===== config.mk =====
export PLATFORM = sky130hd
export DESIGN_NAME = adc_cnv_seq
export DESIGN_NICKNAME = d
export VERILOG_FILES = /design/src/rtl/adc_seq_pkg.sv /design/src/rtl/adc_seq_timer.sv /design/src/rtl/adc_seq_sclk.sv /design/src/rtl/adc_seq_shifter.sv /design/src/rtl/adc_cnv_seq.sv
export SDC_FILE = /design/constraint.sdc
export NUM_CORES = 1
export LEC_CHECK = 0
export ABC_CLOCK_PERIOD_IN_PS = 4200
export BUFFER_PORTS_ARGS = -buffer_cell sky130_fd_sc_hd__buf_2
export CORE_MARGIN = 2
export CORE_UTILIZATION = 59
export DETAILED_ROUTE_END_ITERATION = 12
export MAX_ROUTING_LAYER = met4
export PLACE_DENSITY = 0.82
export REMOVE_ABC_BUFFERS = 1
export SLEW_MARGIN = 20
export SYNTH_ARGS = -nofsm -noshare
export SYNTH_HDL_FRONTEND = slang
export SYNTH_SLANG_ARGS = --single-unit

===== constraint.sdc =====
create_clock -name clk -period 4.2 [get_ports clk]
set_input_delay 0.21 -clock clk [delete_from_list [all_inputs] [get_ports clk]]
set_output_delay 0.21 -clock clk [all_outputs]
set_load 0.02 [all_outputs]

===== src/rtl/adc_seq_pkg.sv =====
package adc_seq_pkg;

   typedef enum logic [2:0] {
      ST_IDLE,
      ST_CNV,
      ST_WAIT,
      ST_SHIFT,
      ST_TAIL
   } seq_state_t;

   function automatic int unsigned ceil_div(input int unsigned num, input int unsigned den);
      return (num + den - 1) / den;
   endfunction

   function automatic int unsigned max2(input int unsigned a, input int unsigned b);
      return (a > b) ? a : b;
   endfunction

endpackage


===== src/rtl/adc_seq_timer.sv =====
module adc_seq_timer #(
   parameter int CNT_W = 8
) (
   input  logic             clk,
   input  logic             rst_n,
   input  logic             load,
   input  logic [CNT_W-1:0] load_val,
   output logic             zero
);

   logic [CNT_W-1:0] cnt_q;

   always_ff @(posedge clk) begin
      if (!rst_n) begin
         cnt_q <= '0;
      end else if (load) begin
         cnt_q <= load_val;
      end else if (cnt_q != '0) begin
         cnt_q <= cnt_q - 1'b1;
      end
   end

   assign zero = (cnt_q == '0);

   AST_TMR_HOLD_ZERO: assert property (@(posedge clk) disable iff (!rst_n)
      (!load && zero) |=> zero);

endmodule


===== src/rtl/adc_seq_sclk.sv =====
module adc_seq_sclk #(
   parameter int DIV_W = 8
) (
   input  logic             clk,
   input  logic             rst_n,
   input  logic             en,
   input  logic [DIV_W-1:0] div,
   output logic             sclk,
   output logic             smp,
   output logic             per_end
);

   logic [DIV_W-1:0] cnt_q;
   logic [DIV_W-1:0] cnt_nxt;
   logic [DIV_W-1:0] lo_len;

   assign lo_len  = div - (div >> 1);
   assign cnt_nxt = (cnt_q == div - 1'b1) ? '0 : cnt_q + 1'b1;

   always_ff @(posedge clk) begin
      if (!rst_n) begin
         cnt_q <= '0;
         sclk  <= 1'b0;
      end else if (!en) begin
         cnt_q <= '0;
         sclk  <= 1'b0;
      end else begin
         cnt_q <= cnt_nxt;
         sclk  <= (cnt_nxt >= lo_len);
      end
   end

   assign smp     = en && (cnt_q == lo_len - 1'b1);
   assign per_end = en && (cnt_q == div - 1'b1);

   AST_SMP_ON_RISE: assert property (@(posedge clk) disable iff (!rst_n)
      smp |=> sclk);

   AST_SMP_FROM_LOW: assert property (@(posedge clk) disable iff (!rst_n)
      smp |-> !sclk);

endmodule


===== src/rtl/adc_seq_shifter.sv =====
module adc_seq_shifter #(
   parameter int FRAME_W = 32
) (
   input  logic               clk,
   input  logic               rst_n,
   input  logic               clr,
   input  logic               smp,
   input  logic               sdi,
   output logic [FRAME_W-1:0] word,
   output logic               frame_done
);

   localparam int BC_W = $clog2(FRAME_W);

   logic [BC_W-1:0] bitcnt_q;

   always_ff @(posedge clk) begin
      if (!rst_n) begin
         word       <= '0;
         bitcnt_q   <= '0;
         frame_done <= 1'b0;
      end else begin
         frame_done <= 1'b0;
         if (clr) begin
            bitcnt_q <= '0;
         end else if (smp) begin
            word <= {word[FRAME_W-2:0], sdi};
            if (bitcnt_q == BC_W'(FRAME_W - 1)) begin
               bitcnt_q   <= '0;
               frame_done <= 1'b1;
            end else begin
               bitcnt_q <= bitcnt_q + 1'b1;
            end
         end
      end
   end

   AST_FRAME_SINGLE: assert property (@(posedge clk) disable iff (!rst_n)
      frame_done |=> !frame_done);

endmodule


===== src/rtl/adc_cnv_seq.sv =====
module adc_cnv_seq
   import adc_seq_pkg::*;
#(
   parameter int NUM_CH      = 8,
   parameter int SAMPLE_W    = 16,
   parameter int OUT_W       = 32,
   parameter int DIV_W       = 8,
   parameter int DEFAULT_DIV = 8,
   parameter int CLK_PS      = 4000,
   parameter int CNV_MIN_PS  = 30000,
   parameter int CONV_PS     = 450000,
   parameter int NCH_W       = $clog2(NUM_CH + 1),
   parameter int CH_W        = $clog2(NUM_CH)
) (
   input  logic             clk,
   input  logic             rst_n,
   input  logic             start,
   input  logic [NCH_W-1:0] nch_req,
   input  logic [DIV_W-1:0] div_req,
   input  logic             adc_sdo,
   output logic             adc_cnv,
   output logic             adc_sclk,
   output logic             smp_valid,
   output logic [OUT_W-1:0] smp_data,
   output logic [CH_W-1:0]  smp_ch,
   output logic             busy,
   output logic             done
);

   localparam int FRAME_W  = 2 * SAMPLE_W;
   localparam int CNV_CYC  = int'(ceil_div(CNV_MIN_PS, CLK_PS));
   localparam int CONV_CYC = int'(ceil_div(CONV_PS, CLK_PS));
   localparam int TMR_W    = $clog2(int'(max2(CNV_CYC, CONV_CYC)) + 1);
   localparam int FR_W     = $clog2(NUM_CH / 2 + 1);

   if (NUM_CH < 2 || (NUM_CH % 2) != 0) begin : g_bad_nch
      $error("NUM_CH must be even and at least 2");
   end
   if (OUT_W < SAMPLE_W) begin : g_bad_out
      $error("OUT_W must not be narrower than SAMPLE_W");
   end
   if (DEFAULT_DIV < 2 || DEFAULT_DIV >= (1 << DIV_W)) begin : g_bad_div
      $error("DEFAULT_DIV must be at least 2 and fit in DIV_W");
   end
   if (CNV_CYC < 1 || CONV_CYC < 1) begin : g_bad_time
      $error("timing windows must cover at least one clock");
   end

   seq_state_t         state_q;
   logic [DIV_W-1:0]   div_q;
   logic [FR_W-1:0]    frames_rem_q;
   logic [CH_W-1:0]    ch_hi_q;
   logic [CH_W-1:0]    ch_lo_q;
   logic [SAMPLE_W-1:0] low_hold_q;
   logic               pend_q;

   logic               accept;
   logic [NCH_W-1:0]   nch_ok;
   logic [DIV_W-1:0]   div_ok;
   logic               nch_legal;

   logic               tmr_load;
   logic [TMR_W-1:0]   tmr_val;
   logic               tmr_zero;

   logic               sclk_en;
   logic               smp;
   logic               per_end;
   logic [FRAME_W-1:0] word;
   logic               frame_done;
   logic               last_frame_end;

   logic [SAMPLE_W-1:0] raw_sel;
   logic [OUT_W-1:0]    raw_ext;

   assign accept    = (state_q == ST_IDLE) && start;
   assign nch_legal = (nch_req != '0) && !nch_req[0] && (nch_req <= NCH_W'(NUM_CH));
   assign nch_ok    = nch_legal ? nch_req : NCH_W'(NUM_CH);
   assign div_ok    = (div_req < DIV_W'(2)) ? DIV_W'(DEFAULT_DIV) : div_req;

   assign tmr_load  = accept || ((state_q == ST_CNV) && tmr_zero);
   assign tmr_val   = (state_q == ST_IDLE) ? TMR_W'(CNV_CYC - 1) : TMR_W'(CONV_CYC - 1);
   assign sclk_en   = (state_q == ST_SHIFT);

   assign last_frame_end = per_end &&
      ((frames_rem_q == '0) || ((frames_rem_q == FR_W'(1)) && frame_done));

   adc_seq_timer #(
      .CNT_W (TMR_W)
   ) u_timer (
      .clk      (clk),
      .rst_n    (rst_n),
      .load     (tmr_load),
      .load_val (tmr_val),
      .zero     (tmr_zero)
   );

   adc_seq_sclk #(
      .DIV_W (DIV_W)
   ) u_sclk (
      .clk     (clk),
      .rst_n   (rst_n),
      .en      (sclk_en),
      .div     (div_q),
      .sclk    (adc_sclk),
      .smp     (smp),
      .per_end (per_end)
   );

   adc_seq_shifter #(
      .FRAME_W (FRAME_W)
   ) u_shift (
      .clk        (clk),
      .rst_n      (rst_n),
      .clr        (accept),
      .smp        (smp),
      .sdi        (adc_sdo),
      .word       (word),
      .frame_done (frame_done)
   );

   // Sequencer control
   always_ff @(posedge clk) begin
      if (!rst_n) begin
         state_q      <= ST_IDLE;
         adc_cnv      <= 1'b0;
         busy         <= 1'b0;
         done         <= 1'b0;
         div_q        <= DIV_W'(DEFAULT_DIV);
         frames_rem_q <= '0;
      end else begin
         done <= 1'b0;
         if (frame_done && frames_rem_q != '0) begin
            frames_rem_q <= frames_rem_q - 1'b1;
         end
         unique case (state_q)
            ST_IDLE: begin
               if (start) begin
                  state_q      <= ST_CNV;
                  adc_cnv      <= 1'b1;
                  busy         <= 1'b1;
                  div_q        <= div_ok;
                  frames_rem_q <= FR_W'(nch_ok >> 1);
               end
            end
            ST_CNV: begin
               if (tmr_zero) begin
                  adc_cnv <= 1'b0;
                  state_q <= ST_WAIT;
               end
            end
            ST_WAIT: begin
               if (tmr_zero) begin
                  state_q <= ST_SHIFT;
               end
            end
            ST_SHIFT: begin
               if (last_frame_end) begin
                  state_q <= ST_TAIL;
               end
            end
            ST_TAIL: begin
               if (!frame_done && !pend_q) begin
                  state_q <= ST_IDLE;
                  busy    <= 1'b0;
                  done    <= 1'b1;
               end
            end
            default: state_q <= ST_IDLE;
         endcase
      end
   end

   // Frame unpacking: upper half first, lower half one cycle later
   assign raw_sel = frame_done ? word[FRAME_W-1:SAMPLE_W] : low_hold_q;

   if (OUT_W > SAMPLE_W) begin : g_sext
      assign raw_ext = {{(OUT_W - SAMPLE_W){raw_sel[SAMPLE_W-1]}}, raw_sel};
   end else begin : g_plain
      assign raw_ext = raw_sel;
   end

   always_ff @(posedge clk) begin
      if (!rst_n) begin
         smp_valid  <= 1'b0;
         smp_data   <= '0;
         smp_ch     <= '0;
         pend_q     <= 1'b0;
         low_hold_q <= '0;
         ch_hi_q    <= CH_W'(NUM_CH - 1);
         ch_lo_q    <= '0;
      end else begin
         if (accept) begin
            ch_hi_q <= CH_W'(NUM_CH - 1);
         end
         if (frame_done) begin
            smp_valid  <= 1'b1;
            smp_data   <= raw_ext;
            smp_ch     <= ch_hi_q;
            low_hold_q <= word[SAMPLE_W-1:0];
            ch_lo_q    <= ch_hi_q - 1'b1;
            ch_hi_q    <= ch_hi_q - CH_W'(2);
            pend_q     <= 1'b1;
         end else if (pend_q) begin
            smp_valid <= 1'b1;
            smp_data  <= raw_ext;
            smp_ch    <= ch_lo_q;
            pend_q    <= 1'b0;
         end else begin
            smp_valid <= 1'b0;
         end
      end
   end

   // Checking logic: width of the running convert pulse
   logic [15:0] cnv_len_q;
   always_ff @(posedge clk) begin
      if (!rst_n) begin
         cnv_len_q <= '0;
      end else begin
         cnv_len_q <= adc_cnv ? cnv_len_q + 1'b1 : '0;
      end
   end

   AST_CNV_WIDTH: assert property (@(posedge clk) disable iff (!rst_n)
      $fell(adc_cnv) |-> (cnv_len_q == 16'(CNV_CYC)));

   AST_SCLK_IDLE_LOW: assert property (@(posedge clk) disable iff (!rst_n)
      !busy |-> !adc_sclk);

   AST_NO_SCLK_IN_CNV: assert property (@(posedge clk) disable iff (!rst_n)
      adc_cnv |-> !adc_sclk);

   AST_PAIR_DESCENDS: assert property (@(posedge clk) disable iff (!rst_n)
      (smp_valid && $past(smp_valid)) |-> (smp_ch == CH_W'($past(smp_ch) - 1'b1)));

   AST_VALID_IN_BUSY: assert property (@(posedge clk) disable iff (!rst_n)
      smp_valid |-> busy);

   if (OUT_W > SAMPLE_W) begin : g_sext_chk
      AST_SIGN_EXT: assert property (@(posedge clk) disable iff (!rst_n)
         smp_valid |-> ((smp_data[OUT_W-1:SAMPLE_W-1] == '0) ||
                        (smp_data[OUT_W-1:SAMPLE_W-1] == '1)));
   end

   AST_START_IGNORED: assert property (@(posedge clk) disable iff (!rst_n)
      $rose(adc_cnv) |-> !$past(busy));

   AST_DONE_PULSE: assert property (@(posedge clk) disable iff (!rst_n)
      done |=> !done);

   AST_DONE_NOT_BUSY: assert property (@(posedge clk) disable iff (!rst_n)
      done |-> !busy);

endmodule


==> flow_metrics.py <==
metrics = {
    "outcome": {
        "status": "completed",
    },
    "critical_path": {
        "timing.rr.start": "div_q[0]",
        "r2r_end": "u_shift.bitcnt_q[0]",
        "startpoint_type": "flip-flop",
        "critPathCaptureType": "flip-flop",
        "critPathMaxFanout": 7,
        "cpMaxStageDelayCell": "fa_1",
        "cp.required_ps": 4650,
        "path_delay_family": "simple AND/OR/NAND/NOR gates",
        "worstSetupPathType": "reg2reg",
        "worstSetupStartpoint": "div_q[0]",
        "arrival_ps": 4500,
        "crit_chain": "inv_1 -> ha_1 -> fa_1 -> ha_1 -> nand2_1 -> a2111oi_0 -> buf_4 -> nor2_1 -> xor2_1 -> or4_1 -> a31o_1 -> or4_1 -> a21oi_1",
        "rrSetupSlack_ps": 150,
        "slowest_delay_ps": 610,
        "reg2reg_depth": 13,
        "crit_buf_inv": 2,
    },
    "worst_hold_path": {
        "hp-start": "nch_req[3]",
        "holdPathEnd": "frames_rem_q[2]",
        "hold_path.class": "in2reg",
        "hold_depth": 5,
    },
    "clock_tree": {
        "clock_latency_ps": 530,
        "cts_sinks": 114,
        "cts_root_buffer": "clkbuf_8",
        "h-tree-depth": 4,
        "cts_tree": "built",
        "post-cts-setup-buffers": 0,
        "cts.path.max_buffers": 2,
        "clkTransAtPathRegs_ps": 60,
        "cts_made_buffers": 17,
    },
    "synth": {
        "synthAdderAreaFrac": 0.0718,
        "ys_seq_area_frac": 0.390,
        "syn_inst": 668,
        "synth_cell_types": 64,
        "syn-cell-area_um2": 5860,
        "syn_area_per_cell_um2": 8.77,
        "synth-edff-count": 0,
        "ys_seq_elements": 114,
        "yosys_most_used_dff": "dfxtp_1",
        "synthArstFlopShare": 0,
        "synth-xor-area-share": 0.0583,
        "synthSimpleGateAreaFrac": 0.182,
        "yosys_warnings": 0,
        "synthMuxAreaShare": 0.120,
        "synth_compound_area_frac": 0.120,
        "synth_top_family_by_area": "simple AND/OR/NAND/NOR gates",
    },
    "sta": {
        "period_minus_slack_ps": 4050,
        "setup_viol": 0,
        "final_max_slew_viol_count": 0,
        "max_freq_mhz": 247,
        "timing.final.ws_setup_ps": 152,
        "finalHoldViolations": 0,
        "slew_headroom": 0.423,
        "worst_pin_slew_ps": 864,
        "tns_ps": 0,
        "timing.final.crit_share": 0.964,
        "grt_setup_unrepaired": "no",
        "fin_skew_ps": 10.7,
    },
    "pwr": {
        "p_per_area_nw_per_um2": 544,
        "vdd_ir_drop_max_mv": 0.352,
        "power.leakage_nw": 3.05,
    },
    "finish": {
        "n_fill_cell": 696,
        "diodes": 0,
        "num-nets-final": 765,
        "area_growth_pct": 17.3,
        "mostFrequentLayoutCell": "dfxtp_1",
        "regArea_um2": 2280,
        "utilization": 0.710,
        "multi_input_area_um2": 3240,
        "drive_gt1_frac": 0.156,
        "final_cell_mix": "113 x dfxtp_1, 99 x nor2_1, 69 x mux2i_1",
    },
    "global_route": {
        "antenna_found_initial": 0,
        "grt_use_total": 0.265,
        "grt_overflow_total": 0,
        "grt_max_degree": 44,
        "first_global_vias": 4982,
        "grt_pass1_wl_um": 22500,
    },
    "flow_run": {
        "cap_violations": 0,
    },
    "die": {
        "rows": 36,
        "die_area_um2": 10700,
        "core_area_um2": 9680,
        "die_x_um": 104,
        "initial_core_util": 0.605,
        "io_pins": 56,
        "die_h_um": 104,
    },
    "placement": {
        "place_ws_ps": 314,
        "gp_congestion": 0.922,
        "port_buffers": 55,
        "dp_hpwl_um": 8830,
    },
    "drt": {
        "dr.pass1.iters": 5,
        "num_vias": 4907,
        "wl_per_cell_um": 15.8,
        "ant_nets": 0,
        "wirelength_um": 13600,
        "drc_errors": 0,
        "via_per_inst": 5.69,
        "drtIter0Drc": 234,
    },
}
worst register-to-register path, cell delays in order, from the launching register on:
cell and delay (ps):
dfxtp_1 330, inv_1 90, ha_1 240, fa_1 610
ha_1 250, nand2_1 70, a2111oi_0 480, buf_4 210
nor2_1 50, xor2_1 170, or4_1 570, a31o_1 290
or4_1 480, a21oi_1 140
registers in the layout (all words and copies together) (netlist names):
signal / count
ch_hi_q: 3
frames_rem_q: 3
adc_cnv: 1
u_sclk.cnt_q: 8
div_q: 8
done: 1
u_timer.cnt_q: 7
smp_valid: 1
u_shift.bitcnt_q: 5
busy: 1
u_shift.frame_done: 1
ch_lo_q: 3
u_sclk.sclk: 1
u_shift.word: 32
pend_q: 1
smp_data: 16
state_q: 3
low_hold_q: 16
smp_ch: 3
report_power, final:
group / total [W] / switching [W] / leakage [nW] / internal (W)
clock: 0.00145 / 0.000522 / 0.284 / 0.000924
combinational: 0.00108 / 0.000641 / 1.85 / 0.000442
sequential: 0.00121 / 0.0000681 / 0.922 / 0.00114
total: 0.00374 / 0.00123 / 3.05 / 0.00251
synth_stat cells, types with 3 or more instances:
| cell | number | area [µm²] |
|---|---|---|
| o31ai_1 | 3 | 22.5 |
| a2111o_1 | 3 | 33.8 |
| and2_1 | 3 | 18.8 |
| a21o_1 | 3 | 22.5 |
| inv_1 | 24 | 90.1 |
| nand2b_1 | 5 | 31.3 |
| ha_1 | 32 | 400 |
| a21oi_1 | 45 | 225 |
| o211a_1 | 3 | 30.0 |
| o21bai_1 | 3 | 22.5 |
| o21ai_0 | 16 | 80.1 |
| a31oi_1 | 5 | 31.3 |
| nand3b_1 | 4 | 30.0 |
| o211ai_1 | 3 | 22.5 |
| or2_2 | 5 | 31.3 |
| nand4b_1 | 3 | 26.3 |
| mux2i_1 | 69 | 691 |
| clkbuf_1 | 25 | 93.8 |
| dfxtp_1 | 114 | 2280 |
| xnor2_1 | 17 | 149 |
| buf_2 | 4 | 20.0 |
| nor3_1 | 9 | 45.0 |
| nand2_1 | 65 | 244 |
| a211oi_1 | 7 | 52.6 |
| buf_4 | 16 | 120 |
| nor4b_1 | 3 | 26.3 |
| nor2_1 | 99 | 372 |
| xor2_1 | 19 | 166 |
| nand3_1 | 17 | 85.1 |
| nor3b_1 | 3 | 22.5 |
per-layer routing:
metal	track usage	up-vias	routed length, µm
met2	0.474	173	6920
li1	-	2382	-
met5	-	-	0
met4	0.103	0	319
met3	0.0598	33	791
met1	0.285	2319	5590
cells by family after synthesis:
logic type / after synthesis
flops: 114
xor+xnor: 37
simple gates: 234
mux: 70
fa+ha+maj: 33
compound gates: 108
buf+inv: 72
through the flow:
stage	hold WS (ps)	area, µm²	cells	total power, W
2_1_floorplan	286	5600	620	0.00202
3_3_place_gp	449	6130	816	0.00221
3_5_place_dp	459	6130	816	0.00227
4_1_cts	84.9	6870	862	0.00373
5_1_grt	174	6870	862	0.00393
6_report	105	6870	862	0.00374
cell type report:
type	count	share of cell area
clock buffer	18	0.0623
clock inverter	14	0.0259
inverter	24	0.0131
multi-input combinational	482	0.471
sequential	114	0.332
tap	133	0.0242
timing repair buffer	77	0.0710
worst max-delay path by stage:
stage / to / slack [ps] / cells after the start
after global placement: u_shift.bitcnt_q[0] / 440 / 13
after CTS: u_shift.bitcnt_q[0] / 300 / 13
final: u_shift.bitcnt_q[0] / 150 / 13
after detailed placement: u_shift.bitcnt_q[0] / 310 / 13
after global routing: u_shift.bitcnt_q[0] / 50 / 13
after floorplan: u_shift.word[0] / 330 / 12
repair_timing:
| action | 4_1_cts | 5_1_grt |
|---|---|---|
| gates resized for setup | 0 | 0 |
| hold buffers | 14 | 0 |
| hold endpoints to repair | 12 | 0 |
Note: power is estimated with default switching activity, not from simulation.
